==> src/rtl/mesi_pkg.sv <==
package mesi_pkg;

    typedef enum logic [1:0] {
        ST_I = 2'd0,
        ST_S = 2'd1,
        ST_E = 2'd2,
        ST_M = 2'd3
    } line_st_t;

    typedef enum logic [1:0] {
        CMD_RD    = 2'd0,
        CMD_RDX   = 2'd1,
        CMD_UPGR  = 2'd2,
        CMD_FLUSH = 2'd3
    } bus_cmd_t;

    typedef enum logic [1:0] {
        CT_IDLE  = 2'd0,
        CT_EVICT = 2'd1,
        CT_ACQ   = 2'd2
    } ctl_st_t;

endpackage

==> src/rtl/mesi_tag_array.sv <==
module mesi_tag_array
    import mesi_pkg::*;
#(
    parameter int TAG_W   = 3,
    parameter int INDEX_W = 1
) (
    input  logic               clk,
    input  logic               rst_n,
    input  logic [INDEX_W-1:0] rd_idx_a,
    output logic [TAG_W-1:0]   rd_tag_a,
    output line_st_t           rd_st_a,
    input  logic [INDEX_W-1:0] rd_idx_b,
    output logic [TAG_W-1:0]   rd_tag_b,
    output line_st_t           rd_st_b,
    input  logic               lw_en,
    input  logic [INDEX_W-1:0] lw_idx,
    input  logic [TAG_W-1:0]   lw_tag,
    input  line_st_t           lw_st,
    input  logic               sw_en,
    input  logic [INDEX_W-1:0] sw_idx,
    input  line_st_t           sw_st
);

    localparam int LINES = 1 << INDEX_W;

    logic [TAG_W-1:0] tag_q [LINES];
    line_st_t         st_q  [LINES];

    // Local writes and snoop writes never target the same index in one
    // cycle; the local port still takes precedence as a safe default.
    always_ff @(posedge clk or negedge rst_n) begin
        if (!rst_n) begin
            for (int i = 0; i < LINES; i++) begin
                tag_q[i] <= '0;
                st_q[i]  <= ST_I;
            end
        end else begin
            for (int i = 0; i < LINES; i++) begin
                if (lw_en && lw_idx == INDEX_W'(i)) begin
                    tag_q[i] <= lw_tag;
                    st_q[i]  <= lw_st;
                end else if (sw_en && sw_idx == INDEX_W'(i)) begin
                    st_q[i]  <= sw_st;
                end
            end
        end
    end

    assign rd_tag_a = tag_q[rd_idx_a];
    assign rd_st_a  = st_q[rd_idx_a];
    assign rd_tag_b = tag_q[rd_idx_b];
    assign rd_st_b  = st_q[rd_idx_b];

endmodule

==> src/rtl/mesi_snoop_resp.sv <==
module mesi_snoop_resp
    import mesi_pkg::*;
(
    input  logic     active,
    input  logic     hit,
    input  line_st_t cur,
    input  bus_cmd_t cmd,
    output logic     upd,
    output line_st_t nxt,
    output logic     shared,
    output logic     flush
);

    always_comb begin
        nxt    = cur;
        shared = 1'b0;
        flush  = 1'b0;
        if (active && hit) begin
            unique case (cmd)
                CMD_RD: begin
                    shared = 1'b1;
                    flush  = (cur == ST_M);
                    nxt    = ST_S;
                end
                CMD_RDX, CMD_UPGR: begin
                    flush  = (cur == ST_M);
                    nxt    = ST_I;
                end
                CMD_FLUSH: begin
                    nxt    = cur;
                end
                default: nxt = cur;
            endcase
        end
        upd = (nxt != cur);
    end

endmodule

==> src/rtl/mesi_line_ctrl.sv <==
module mesi_line_ctrl
    import mesi_pkg::*;
#(
    parameter int ADDR_W  = 8,
    parameter int INDEX_W = 2
) (
    input  logic              clk,
    input  logic              rst_n,
    input  logic              cpu_req,
    input  logic              cpu_wr,
    input  logic [ADDR_W-1:0] cpu_addr,
    output logic              cpu_done,
    output logic              cpu_hit,
    output logic [1:0]        cpu_state,
    output logic              bus_req,
    input  logic              bus_gnt,
    output logic [1:0]        bus_cmd,
    output logic [ADDR_W-1:0] bus_addr,
    input  logic              bus_shared,
    input  logic              snp_valid,
    input  logic [1:0]        snp_cmd,
    input  logic [ADDR_W-1:0] snp_addr,
    output logic              snp_shared,
    output logic              snp_flush
);

    localparam int TAG_W = ADDR_W - INDEX_W;

    ctl_st_t ctl_q, ctl_d;

    logic [INDEX_W-1:0] req_idx, sn_idx;
    logic [TAG_W-1:0]   req_tag, sn_tag;
    logic [TAG_W-1:0]   lk_tag, sl_tag;
    line_st_t           lk_st, sl_st;

    logic               req_hit, sn_hit, snp_act, snp_collide;
    logic               lw_en;
    logic [TAG_W-1:0]   lw_tag;
    line_st_t           lw_st;
    logic               sw_en;
    line_st_t           sw_st;
    bus_cmd_t           cmd_w;

    assign req_idx = cpu_addr[INDEX_W-1:0];
    assign req_tag = cpu_addr[ADDR_W-1:INDEX_W];
    assign sn_idx  = snp_addr[INDEX_W-1:0];
    assign sn_tag  = snp_addr[ADDR_W-1:INDEX_W];

    mesi_tag_array #(
        .TAG_W   (TAG_W),
        .INDEX_W (INDEX_W)
    ) u_tags (
        .clk      (clk),
        .rst_n    (rst_n),
        .rd_idx_a (req_idx),
        .rd_tag_a (lk_tag),
        .rd_st_a  (lk_st),
        .rd_idx_b (sn_idx),
        .rd_tag_b (sl_tag),
        .rd_st_b  (sl_st),
        .lw_en    (lw_en),
        .lw_idx   (req_idx),
        .lw_tag   (lw_tag),
        .lw_st    (lw_st),
        .sw_en    (sw_en),
        .sw_idx   (sn_idx),
        .sw_st    (sw_st)
    );

    // Snooped traffic is only ours to answer when this cache is not the
    // current bus owner.
    assign snp_act     = snp_valid && !bus_gnt;
    assign sn_hit      = (sl_st != ST_I) && (sl_tag == sn_tag);
    assign snp_collide = snp_act && (sn_idx == req_idx);

    mesi_snoop_resp u_snoop (
        .active (snp_act),
        .hit    (sn_hit),
        .cur    (sl_st),
        .cmd    (bus_cmd_t'(snp_cmd)),
        .upd    (sw_en),
        .nxt    (sw_st),
        .shared (snp_shared),
        .flush  (snp_flush)
    );

    assign req_hit   = (lk_st != ST_I) && (lk_tag == req_tag);
    assign cpu_hit   = req_hit;
    assign cpu_state = req_hit ? lk_st : ST_I;
    assign bus_cmd   = cmd_w;

    // State register of the request sequencer.
    always_ff @(posedge clk or negedge rst_n) begin
        if (!rst_n) begin
            ctl_q <= CT_IDLE;
        end else begin
            ctl_q <= ctl_d;
        end
    end

    // Next state, bus outputs and local line updates.
    always_comb begin
        ctl_d    = ctl_q;
        cpu_done = 1'b0;
        bus_req  = 1'b0;
        cmd_w    = CMD_RD;
        bus_addr = cpu_addr;
        lw_en    = 1'b0;
        lw_tag   = req_tag;
        lw_st    = lk_st;
        unique case (ctl_q)
            CT_IDLE: begin
                if (cpu_req && !snp_collide) begin
                    if (req_hit && (!cpu_wr || lk_st == ST_M || lk_st == ST_E)) begin
                        cpu_done = 1'b1;
                        if (cpu_wr && lk_st == ST_E) begin
                            lw_en = 1'b1;
                            lw_st = ST_M;
                        end
                    end else if (!req_hit && lk_st == ST_M) begin
                        ctl_d = CT_EVICT;
                    end else begin
                        ctl_d = CT_ACQ;
                    end
                end
            end
            CT_EVICT: begin
                if (lk_st == ST_M && lk_tag != req_tag) begin
                    bus_req  = 1'b1;
                    cmd_w    = CMD_FLUSH;
                    bus_addr = {lk_tag, req_idx};
                    if (bus_gnt) begin
                        lw_en  = 1'b1;
                        lw_tag = lk_tag;
                        lw_st  = ST_I;
                        ctl_d  = CT_ACQ;
                    end
                end else begin
                    ctl_d = CT_ACQ;
                end
            end
            CT_ACQ: begin
                bus_req = 1'b1;
                if (!cpu_wr) begin
                    cmd_w = CMD_RD;
                end else if (req_hit && lk_st == ST_S) begin
                    cmd_w = CMD_UPGR;
                end else begin
                    cmd_w = CMD_RDX;
                end
                if (bus_gnt) begin
                    lw_en    = 1'b1;
                    lw_tag   = req_tag;
                    lw_st    = cpu_wr ? ST_M : (bus_shared ? ST_S : ST_E);
                    cpu_done = 1'b1;
                    ctl_d    = CT_IDLE;
                end
            end
            default: ctl_d = CT_IDLE;
        endcase
    end

endmodule

==> config.mk <==
export PLATFORM = sky130hd
export DESIGN_NAME = mesi_line_ctrl
export DESIGN_NICKNAME = d
export VERILOG_FILES = /design/src/rtl/mesi_pkg.sv /design/src/rtl/mesi_tag_array.sv /design/src/rtl/mesi_snoop_resp.sv /design/src/rtl/mesi_line_ctrl.sv
export SDC_FILE = /design/constraint.sdc
export NUM_CORES = 1
export LEC_CHECK = 0
export ABC_CLOCK_PERIOD_IN_PS = 2400
export BUFFER_PORTS_ARGS = -buffer_cell sky130_fd_sc_hd__buf_2
export CAP_MARGIN = 25
export CORE_MARGIN = 5
export CORE_UTILIZATION = 50
export CTS_CLUSTER_DIAMETER = 100
export DETAILED_ROUTE_END_ITERATION = 6
export GPL_TIMING_DRIVEN = 0
export PLACE_DENSITY_LB_ADDON = 0.25
export SYNTH_ARGS = -nofsm -noshare
export SYNTH_HDL_FRONTEND = slang
export SYNTH_SLANG_ARGS = --single-unit
==> constraint.sdc <==
create_clock -name clk -period 2.4 [get_ports clk]
set_input_delay 0.12 -clock clk [delete_from_list [all_inputs] [get_ports clk]]
set_output_delay 0.12 -clock clk [all_outputs]
set_load 0.03 [all_outputs]
==> impl_metrics.py, run 1 <==
metrics = {
    "outcome": {
        "violations": "setup timing",
        "status": "complete, but fails checks",
    },
    "sta": {
        "worst_slew_pin_slew_ps": 775,
        "finalMaxSlewViolations": 0,
        "finClkSkew_ps": 10.0,
        "timing.final.crit_share_pct": 108,
        "fin_ws_ps": -200,
        "max_freq_mhz": 385,
        "grt_setup_unrepaired": "true",
        "slew_headroom_pct": 48.3,
        "finalHoldViolations": 0,
        "setup_violations": 39,
        "min_period_ps": 2600,
    },
    "drt": {
        "drtPass1Iterations": 4,
        "drc": 0,
        "dr_wl_met3_um": 380,
        "top_layer": "met4",
        "ant_nets": 0,
        "drt-total-wl_um": 6910,
        "wl_met1_um": 2980,
        "vias": 2219,
        "detail_route.iter0.violations": 175,
        "wl_met2_um": 3460,
        "viasPerCell": 5.90,
        "wl_per_cell_um": 18.4,
    },
    "global_routing": {
        "grt_use_total_pct": 20.7,
        "grt_pass1_vias": 2325,
        "grt_pass1_wl_um": 11500,
        "grt_max_degree": 35,
        "grt-ovfl-total": 0,
        "grt_antenna_before_repair": 0,
    },
    "power_and_ir_drop": {
        "ir_drop_v": 0.000604,
        "leakage_nw": 1.55,
        "p_per_area_mw_per_mm2": 1020,
    },
    "min_path": {
        "whs_endpoint": "u_tags.tag_q[23]$_DFFE_PN0P_",
        "hp-start": "cpu_addr[7]",
        "min_path_cells": 3,
        "hp-class": "in -> reg",
    },
    "layout": {
        "n_fill_cell": 398,
        "nNetsFinal": 337,
        "utilization_pct": 67.5,
        "drive_gt1_share_pct": 49.0,
        "regArea_um2": 851,
        "layout.cells.non_filler": 376,
        "antenna_cells": 0,
        "multi_input_area_mm2": 0.00196,
        "area_growth_pct": 29.7,
    },
    "logic_synthesis": {
        "async_flop_share_pct": 100,
        "synthCells": 239,
        "synth_edf_count": 0,
        "synth_nets": 270,
        "synth.avg_cell_area_um2": 11.3,
        "yosysTopAreaCell": "dfrtp_1",
        "synth_warnings": 0,
        "yosysSeqAreaShare_pct": 31.6,
        "yosysUniqueCellTypes": 49,
        "yosys-top-cells-area": "dfrtp_1 32%, mux2_2 15%, mux4_2 12%",
        "synth_area_mm2": 0.00269,
        "yosys.area.top_type_share_pct": 31.6,
        "yosys_register_bits": 34,
        "synth_ff_type": "dfrtp_1",
    },
    "floorplan": {
        "die_w_um": 83.4,
        "die_h_um": 83.4,
        "die_area_mm2": 0.00695,
        "core_area_mm2": 0.00517,
        "rows": 26,
        "num_io_pins": 42,
        "start_util_pct": 52.1,
    },
    "cts": {
        "worstSkewPairLatency_ps": 290,
        "cts_inserted_buffers": 5,
        "cts_sinks": 34,
        "cts_tree": "built",
        "path_clk_slew_ps": 70,
        "cts_buffer_depth": 2,
        "htreeDepth": 2,
        "root_buffer": "clkbuf_8",
    },
    "placed_design": {
        "gp_congestion": 0.859,
        "place_inst": 348,
        "hpwlAfterDp_um": 4880,
        "portBuffers": 38,
    },
    "worst_setup_path": {
        "crit_type": "reg -> reg",
        "cp_max_fo": 6,
        "cp.arrival_ps": 2760,
        "r2r-start": "u_tags.tag_q[11]$_DFFE_PN0P_",
        "r2r-end": "u_tags.st_q[5]$_DFFE_PN0P_",
        "worstSetupStartpointType": "flop",
        "r2r_slack_ps": -200,
        "cp_data_required_time_ps": 2560,
        "reg2regPathDepth": 9,
        "crit_path_end_kind": "flop",
    },
    "run": {
        "max_cap_violations": 0,
    },
}
==> timing repair <==
| item | CTS | global route |
|---|---|---|
| setup endpoints to repair | 44 | 45 |
| hold buffers | 1 | 0 |
| pin swaps | 8 | 5 |
| hold endpoints to repair | 34 | 0 |
| gates cloned | 0 | 0 |
| resized for setup | 29 | 8 |
| setup buffers | 17 | 3 |
==> cell usage in the layout (no fill, tap or decap), types with 3 or more instances in the layout <==
cell / count
mux2i_1: 14
nand2_1: 10
nor4_1: 3
o21ai_0: 10
a41oi_1: 4
nor2_1: 4
xnor2_2: 3
o31ai_1: 3
nor3_1: 3
buf_4: 30
a21boi_0: 3
mux2_2: 34
nand2b_1: 4
mux4_2: 14
dfrtp_1: 34
buf_2: 33
a31oi_1: 3
xnor2_4: 3
ha_1: 6
mux2_4: 3
a21oi_1: 3
o21a_1: 5
and2_1: 6
clkbuf_8: 6
buf_6: 3
inv_1: 11
xor2_1: 7
==> cell families after synthesis <==
kind of cell,Yosys count,share of synthesized area [%]
fa+ha+maj,6,2.79
mux,65,32.4
simple gates,49,10.4
xor+xnor,15,5.16
buf+inv,21,3.49
compound gates,49,14.2
flops,34,31.6
==> worst max-delay path, cell delays in order (launching register included) <==
cell	delay, ps
dfrtp_1	400
mux4_2	520
xnor2_2	220
nand4_4	190
o41ai_4	380
buf_4	230
o211ai_4	90
buf_4	170
buf_4	150
mux2i_1	110
==> area by class of cell <==
type	count	share of cell area, %
timing repair buffer	60	11.1
multi-input combinational	184	56.0
buffer	10	1.68
clock inverter	1	0.860
sequential	34	24.4
inverter	11	1.18
tap	70	2.51
clock buffer	6	2.36
==> state kept, by name, indices dropped and copies added, names as in the netlist <==
name,count
ctl_q,2
u_tags.tag_q,24
u_tags.st_q,8
==> power by group <==
| group | internal [mW] | leakage, nW | switching (mW) | total [mW] |
|---|---|---|---|---|
| clock | 0.332 | 0.0573 | 0.207 | 0.539 |
| combinational | 0.996 | 1.09 | 0.995 | 1.99 |
| sequential | 0.840 | 0.403 | 0.198 | 1.04 |
==> worst max-delay path by stage <==
stage	startpoint	to	slack [ps]	cells past startpoint
2_1_floorplan	u_tags.tag_q[5]$_DFFE_PN0P_	cpu_done	-130	4
3_3_place_gp	snp_addr[0]	u_tags.st_q[7]$_DFFE_PN0P_	-660	8
3_5_place_dp	snp_addr[1]	u_tags.st_q[7]$_DFFE_PN0P_	-600	8
4_1_cts	u_tags.tag_q[0]$_DFFE_PN0P_	u_tags.tag_q[3]$_DFFE_PN0P_	-170	7
5_1_grt	u_tags.tag_q[4]$_DFFE_PN0P_	u_tags.st_q[5]$_DFFE_PN0P_	-310	9
6_report	u_tags.tag_q[11]$_DFFE_PN0P_	u_tags.st_q[5]$_DFFE_PN0P_	-200	9
==> stage by stage <==
| stage | total power [mW] | area (um2) | worst slack (ps) | TNS (ps) | hold slack [ps] |
|---|---|---|---|---|---|
| global route | 3.80 | 3490 | -306 | -10370 | 332 |
| CTS | 3.51 | 3440 | -171 | -4470 | 308 |
| floorplan | 2.30 | 2780 | -133 | -929 | -176 |
| finish | 3.57 | 3490 | -200 | -5610 | 318 |
| global placement | 2.62 | 3060 | -665 | -21470 | 235 |
| detailed placement | 2.68 | 3060 | -599 | -20640 | 243 |
==> synthesized netlist by cell type, types with 7 or more instances <==
cell type   n
mux4_2     14
mux2i_1    14
xnor2_1     7
dfrtp_1    34
nand2_1    11
mux2_2     37
inv_1      11
xor2_1      7
o21ai_0    10
==> metal layers <==
| metal | GRT usage (%) | vias up |
|---|---|---|
| met4 | 7.13 | 0 |
| met3 | 4.06 | 7 |
| li1 | - | 1047 |
| met5 | 0 | - |
| met1 | 26.5 | 1092 |
| met2 | 35.0 | 73 |
No activity file was read; power rests on OpenSTA's default activity.
==> run 2: changes to the inputs <==
--- a/config.mk
+++ b/config.mk
@@ -6,12 +6,12 @@
 export NUM_CORES = 1
 export LEC_CHECK = 0
 export ABC_CLOCK_PERIOD_IN_PS = 2400
-export BUFFER_PORTS_ARGS = -buffer_cell sky130_fd_sc_hd__buf_2
 export CAP_MARGIN = 25
 export CORE_MARGIN = 5
 export CORE_UTILIZATION = 50
 export CTS_CLUSTER_DIAMETER = 100
 export DETAILED_ROUTE_END_ITERATION = 6
+export DONT_BUFFER_PORTS = 1
 export GPL_TIMING_DRIVEN = 0
 export PLACE_DENSITY_LB_ADDON = 0.25
 export SYNTH_ARGS = -nofsm -noshare
==> run 2 against run 1 <==
  * The run still ends with setup timing left
  * Clock skew is 2.8 ps lower
  * Clock power is 19% lower
  * Worst hold slack worse by 160 ps
  * First-iteration DRC count is 11% higher
  * Count of clock-buffer cells in the layout is 1 higher
  * Highest routed layer unchanged
  * Core utilization is 1.9 points higher
  * Combinational power is 15% higher
  * Sequential share of layout area is 0.67 points lower
==> impl_metrics.py, run 2 (synthesis gave the netlist of run 1 again) <==
metrics = {
    "outcome": {
        "status": "complete, but fails checks",
        "violations": "setup timing",
    },
    "drt": {
        "drc": 0,
        "top_layer": "met4",
        "viasPerCell": 6.29,
        "vias": 2245,
        "ant_nets": 0,
        "drtPass1Iterations": 4,
        "detail_route.iter0.violations": 195,
        "wl_met2_um": 3950,
        "drt-total-wl_um": 7770,
        "wl_met1_um": 3180,
        "wl_per_cell_um": 21.8,
        "dr_wl_met3_um": 508,
    },
    "layout": {
        "reg_top3": "u_tags.tag_q (24), u_tags.st_q (8), ctl_q (2)",
        "layout_common_cells": "34 x dfrtp_1, 26 x buf_4, 22 x mux2_2, 15 x mux2_4",
        "multi_input_area_mm2": 0.00206,
        "antenna_cells": 0,
        "largest_reg_flops": 24,
        "layout.cells.non_filler": 357,
        "fin_area_mm2": 0.00359,
        "utilization_pct": 69.4,
        "area_growth_pct": 33.4,
        "nNetsFinal": 317,
        "layout_commonest_cell": "dfrtp_1",
        "regArea_um2": 851,
        "regMostFlops": "u_tags.tag_q",
        "n_fill_cell": 337,
        "drive_gt1_share_pct": 48.4,
    },
    "cts": {
        "cts_inserted_buffers": 5,
        "htreeDepth": 2,
        "cts_buffer_depth": 2,
        "cts_tree": "built",
        "root_buffer": "clkbuf_8",
        "cts_sinks": 34,
        "path_clk_slew_ps": 60,
        "worstSkewPairLatency_ps": 280,
    },
    "power_and_ir_drop": {
        "total_power_mw": 3.76,
        "clkPwrFrac_pct": 11.7,
        "power_switching_share_pct": 40.1,
        "pwr-share-comb_pct": 60.7,
        "seqPwrFrac_pct": 27.6,
        "switchingPower_mw": 1.51,
        "ir_drop_v": 0.000594,
        "internal_power_mw": 2.25,
        "leakage_nw": 1.58,
        "p_per_area_mw_per_mm2": 1050,
    },
    "run": {
        "max_cap_violations": 0,
    },
    "floorplan": {
        "rows": 26,
        "core_area_mm2": 0.00517,
        "start_util_pct": 52.1,
        "die_w_um": 83.4,
        "die_area_mm2": 0.00695,
        "die_h_um": 83.4,
        "num_io_pins": 42,
    },
    "min_path": {
        "hp-class": "in -> reg",
        "min_path_cells": 2,
        "whs_endpoint": "u_tags.tag_q[12]$_DFFE_PN0P_",
        "hp-start": "cpu_addr[2]",
    },
    "worst_setup_path": {
        "crit_start": "u_tags.tag_q[3]$_DFFE_PN0P_",
        "r2r_slack_ps": -270,
        "reg2regPathDepth": 9,
        "worstSetupStartpointType": "flop",
        "path_cells": "mux4_2, xnor2_4, nand2_4, o41ai_4, buf_4, buf_12, o21ai_4, buf_12, mux2_4",
        "r2r-end": "u_tags.tag_q[9]$_DFFE_PN0P_",
        "crit_path_end_kind": "flop",
        "path_common_cell": "buf_12",
        "cp.arrival_ps": 2830,
        "worst-path-buf-inv": 3,
        "slowest_stage": "mux4_2",
        "r2r-start": "u_tags.tag_q[3]$_DFFE_PN0P_",
        "crit_type": "reg -> reg",
        "slowest_delay_ps": 550,
        "cp_max_fo": 8,
        "critical_path.top_delay_family": "multiplexers",
        "cp_data_required_time_ps": 2560,
    },
    "sta": {
        "finClkSkew_ps": 7.21,
        "fin_ws_ps": -267,
        "setup_violations": 43,
        "finalHoldViolations": 0,
        "min_period_ps": 2670,
        "slew_headroom_pct": 60.1,
        "timing.final.crit_share_pct": 111,
        "worst_slew_pin_slew_ps": 591,
        "finalMaxSlewViolations": 0,
        "grt_setup_unrepaired": "true",
        "max_freq_mhz": 375,
    },
    "placed_design": {
        "place_inst": 311,
        "portBuffers": 0,
        "dpl_cell_area_mm2": 0.00288,
        "place_worst_setup_slack_ps": -641,
        "gp_congestion": 0.830,
        "hpwlAfterDp_um": 4730,
    },
    "global_routing": {
        "grt-ovfl-total": 0,
        "grt_max_degree": 35,
        "grt_pass1_wl_um": 11400,
        "grt_pass1_vias": 2178,
        "grt_antenna_before_repair": 0,
        "grt_use_total_pct": 20.4,
    },
}
## run 2: cell types whose count changed in the layout (fill, tap and decap cells not counted), sizes merged
cell    change
bufinv      -1
buf        -21
clkinv      +1
nor2        +1
clkbuf      +1
## run 2: worst max-delay path by stage
stage | to | slack (ps) | cells after the start
2_1_floorplan | cpu_done | -130 | 4
3_3_place_gp | u_tags.st_q[7]$_DFFE_PN0P_ | -690 | 8
3_5_place_dp | u_tags.st_q[0]$_DFFE_PN0P_ | -640 | 8
4_1_cts | u_tags.tag_q[3]$_DFFE_PN0P_ | -230 | 7
5_1_grt | u_tags.tag_q[9]$_DFFE_PN0P_ | -330 | 9
6_report | u_tags.tag_q[9]$_DFFE_PN0P_ | -270 | 9
## run 2: through the flow
| step | setup TNS, ps | hold WS (ps) |
|---|---|---|
| after global placement | -15460 | -175 |
| after CTS | -4730 | 147 |
| after global routing | -9970 | 162 |
| after floorplan | -929 | -176 |
| after detailed placement | -15780 | -175 |
| final | -6850 | 157 |
## run 2: timing repair
action	4_1_cts	5_1_grt
cloned	0	1
endpoints found under the setup margin	45	46
pin swaps	11	13
setup buffers	12	24
resized for setup	35	24
endpoints found under the hold margin	34	0
hold buffers	2	0
## run 2: layout make-up
| class | instances | share of cell area, % |
|---|---|---|
| tap | 70 | 2.44 |
| clock inverter | 1 | 0.139 |
| clock buffer | 7 | 2.40 |
| buffer | 10 | 1.67 |
| sequential | 34 | 23.7 |
| timing repair buffer | 39 | 11.2 |
| multi-input combinational | 185 | 57.3 |
| inverter | 11 | 1.15 |
## run 2: routing by layer
layer  track usage [%]  vias up
met5                 0        -
met3              4.26       14
met1              28.0     1134
li1                  -     1006
met4              7.28        0
met2              31.9       91
## run 2: power groups by stage
stage	clock [mW]	sequential, mW	combinational [mW]
6_report	0.438	1.04	2.28
5_1_grt	0.472	1.07	2.42
4_1_cts	0.445	1.02	1.90
3_5_place_dp	0	1.03	1.57
3_3_place_gp	0	1.01	1.54
2_1_floorplan	0	0.969	1.33
## run 2: worst register-to-register path, stage by stage, from the launching register on
cell     delay (ps)
dfrtp_1         390
mux4_2          550
xnor2_4         270
nand2_4         120
o41ai_4         380
buf_4           210
buf_12          110
o21ai_4          50
buf_12          180
mux2_4          300
==> run 3: changes to the inputs <==
==> constraint.sdc (replaced) <==
create_clock -name clk -period 2.4 [get_ports clk]
set_input_delay 0.36 -clock clk [delete_from_list [all_inputs] [get_ports clk]]
set_output_delay 0.36 -clock clk [all_outputs]
set_load 0.03 [all_outputs]
==> run 3 against run 2 <==
  * The flow still finishes with violations (setup timing)
  * Largest power group unchanged
  * Worst hold slack improved by 210 ps
  * Fmax down 3.8%
  * Critical path type is now reg -> out
  * Final cell count up 1.4%
==> impl_metrics.py, run 3 (synthesis gave the netlist of run 1 again) <==
metrics = {
    "cts": {
        "path_clk_slew_ps": 70,
        "htreeDepth": 2,
        "root_buffer": "clkbuf_8",
        "cts_sinks": 34,
        "worstSkewPairLatency_ps": 300,
        "cts_tree": "built",
        "cts_inserted_buffers": 5,
        "cts_buffer_depth": 2,
    },
    "min_path": {
        "whs_endpoint": "u_tags.tag_q[22]$_DFFE_PN0P_",
        "hp-class": "in -> reg",
        "min_path_cells": 2,
        "hp-start": "cpu_addr[6]",
    },
    "layout": {
        "reg_top3": "u_tags.tag_q (24), u_tags.st_q (8), ctl_q (2)",
        "largest_reg_flops": 24,
        "antenna_cells": 0,
        "layout_commonest_cell": "dfrtp_1",
        "nNetsFinal": 322,
        "drive_gt1_share_pct": 50.0,
        "layout_common_cells": "34 x dfrtp_1, 26 x buf_4, 22 x mux2_2, 17 x buf_6, 15 x mux2_4",
        "area_growth_pct": 37.5,
        "regMostFlops": "u_tags.tag_q",
        "utilization_pct": 71.6,
        "fin_area_mm2": 0.00370,
        "n_fill_cell": 332,
    },
    "power_and_ir_drop": {
        "total_power_mw": 3.86,
        "seqPwrFrac_pct": 26.8,
        "power_switching_share_pct": 40.3,
        "internal_power_mw": 2.30,
        "pwr-share-comb_pct": 61.5,
        "p_per_area_mw_per_mm2": 1040,
        "clkPwrFrac_pct": 11.7,
        "leakage_nw": 1.61,
        "switchingPower_mw": 1.55,
        "ir_drop_v": 0.000602,
    },
    "outcome": {
        "status": "complete, but fails checks",
        "violations": "setup timing",
    },
    "global_routing": {
        "grt_max_degree": 35,
        "grt_use_total_pct": 21.1,
        "grt_pass1_vias": 2332,
        "grt_antenna_before_repair": 0,
        "grt-ovfl-total": 0,
        "grt_pass1_wl_um": 11700,
    },
    "worst_setup_path": {
        "cp_max_fo": 3,
        "path_cells": "mux4_2, xnor2_4, and4_4, and3_4, nor3b_2, o21a_2",
        "reg2regPathDepth": 10,
        "r2r-end": "u_tags.tag_q[12]$_DFFE_PN0P_",
        "cp.arrival_ps": 2410,
        "cp_data_required_time_ps": 2040,
        "slowest_stage": "mux4_2",
        "slowest_delay_ps": 550,
        "r2r-start": "u_tags.tag_q[11]$_DFFE_PN0P_",
        "r2r_slack_ps": -250,
        "crit_type": "reg -> out",
        "worstSetupStartpointType": "flop",
        "crit_path_end_kind": "primary output",
    },
    "drt": {
        "drc": 0,
        "ant_nets": 0,
        "vias": 2291,
        "viasPerCell": 6.33,
        "drtPass1Iterations": 4,
        "detail_route.iter0.violations": 186,
        "drt-total-wl_um": 7860,
        "wl_per_cell_um": 21.7,
    },
    "sta": {
        "setup_violations": 46,
        "finClkSkew_ps": 4.42,
        "finalHoldViolations": 0,
        "grt_setup_unrepaired": "true",
        "finalMaxSlewViolations": 0,
        "slew_headroom_pct": 62.5,
        "min_period_ps": 2770,
        "max_freq_mhz": 361,
        "fin_ws_ps": -373,
        "timing.final.crit_share_pct": 116,
        "setup_tns_ps": -10020,
        "worst_slew_pin_slew_ps": 561,
    },
    "placed_design": {
        "portBuffers": 0,
        "hpwlAfterDp_um": 4860,
        "gp_congestion": 0.832,
        "dpl_cell_area_mm2": 0.00291,
        "place_worst_setup_slack_ps": -509,
    },
    "floorplan": {
        "die_h_um": 83.4,
        "start_util_pct": 52.1,
        "rows": 26,
        "die_area_mm2": 0.00695,
        "core_area_mm2": 0.00517,
        "die_w_um": 83.4,
        "num_io_pins": 42,
    },
    "run": {
        "max_cap_violations": 0,
    },
}
[run 3: power by group through the flow]
| stage | clock network [mW] | registers (mW) | logic, mW |
|---|---|---|---|
| floorplan | 0 | 0.969 | 1.37 |
| CTS | 0.455 | 1.02 | 1.99 |
| finish | 0.453 | 1.03 | 2.37 |
| global placement | 0 | 1.01 | 1.59 |
| global route | 0.487 | 1.06 | 2.52 |
| detailed placement | 0 | 1.03 | 1.61 |
[run 3: worst max-delay path: cells and delay by family, from the launching register on]
kind                      cells  cell delay (ps)
AOI/OAI and AO/OA             1              240
and+or+nand+nor               3              720
xor gates and xnor gates      1              200
muxes                         1              550
DFF                           1              400
[run 3: routing by layer]
| metal | routed length [um] | global-route usage (%) |
|---|---|---|
| met2 | 3910 | 36.0 |
| met1 | 3200 | 26.2 |
| met4 | 255 | 6.39 |
| met5 | 0 | 0 |
| met3 | 500 | 5.54 |
[run 3: through the flow]
step | hold slack, ps | std cells
CTS | 401 | 342
global route | 371 | 362
global placement | 65.7 | 309
floorplan | 64.4 | 239
finish | 365 | 362
detailed placement | 65.7 | 309
[run 3: timing repair]
| item | CTS | global route |
|---|---|---|
| hold endpoints to repair | 34 | 0 |
| cloned | 1 | 0 |
| hold buffers | 2 | 0 |
| resized for setup | 35 | 28 |
| pin swaps | 16 | 18 |
| endpoints found under the setup margin | 47 | 46 |
| buffers inserted | 22 | 20 |
[run 3: worst max path at each step]
stage                                             end  slack [ps]  cells after the start                          from
after floorplan           u_tags.tag_q[0]$_DFFE_PN0P_        -180                      7                   cpu_addr[0]
after global placement    u_tags.tag_q[5]$_DFFE_PN0P_        -470                      7                   cpu_addr[0]
after detailed placement  u_tags.tag_q[5]$_DFFE_PN0P_        -510                      7                   cpu_addr[0]
after CTS                                  bus_cmd[1]        -370                      6  u_tags.tag_q[17]$_DFFE_PN0P_
after global routing                       bus_cmd[1]        -440                      6  u_tags.tag_q[22]$_DFFE_PN0P_
final                                      bus_cmd[1]        -370                      6  u_tags.tag_q[11]$_DFFE_PN0P_
[run 3: layout make-up]
cell class	instances	area, um2	share of cell area [%]
repair buffers	44	443	12.0
flip-flops and latches	34	851	23.0
well taps	70	87.6	2.37
plain buffers	10	76.3	2.06
clock buffers	7	86.3	2.33
multi-input cells	185	2110	57.0
inverters	11	41.3	1.12
clock inverters	1	5.00	0.135
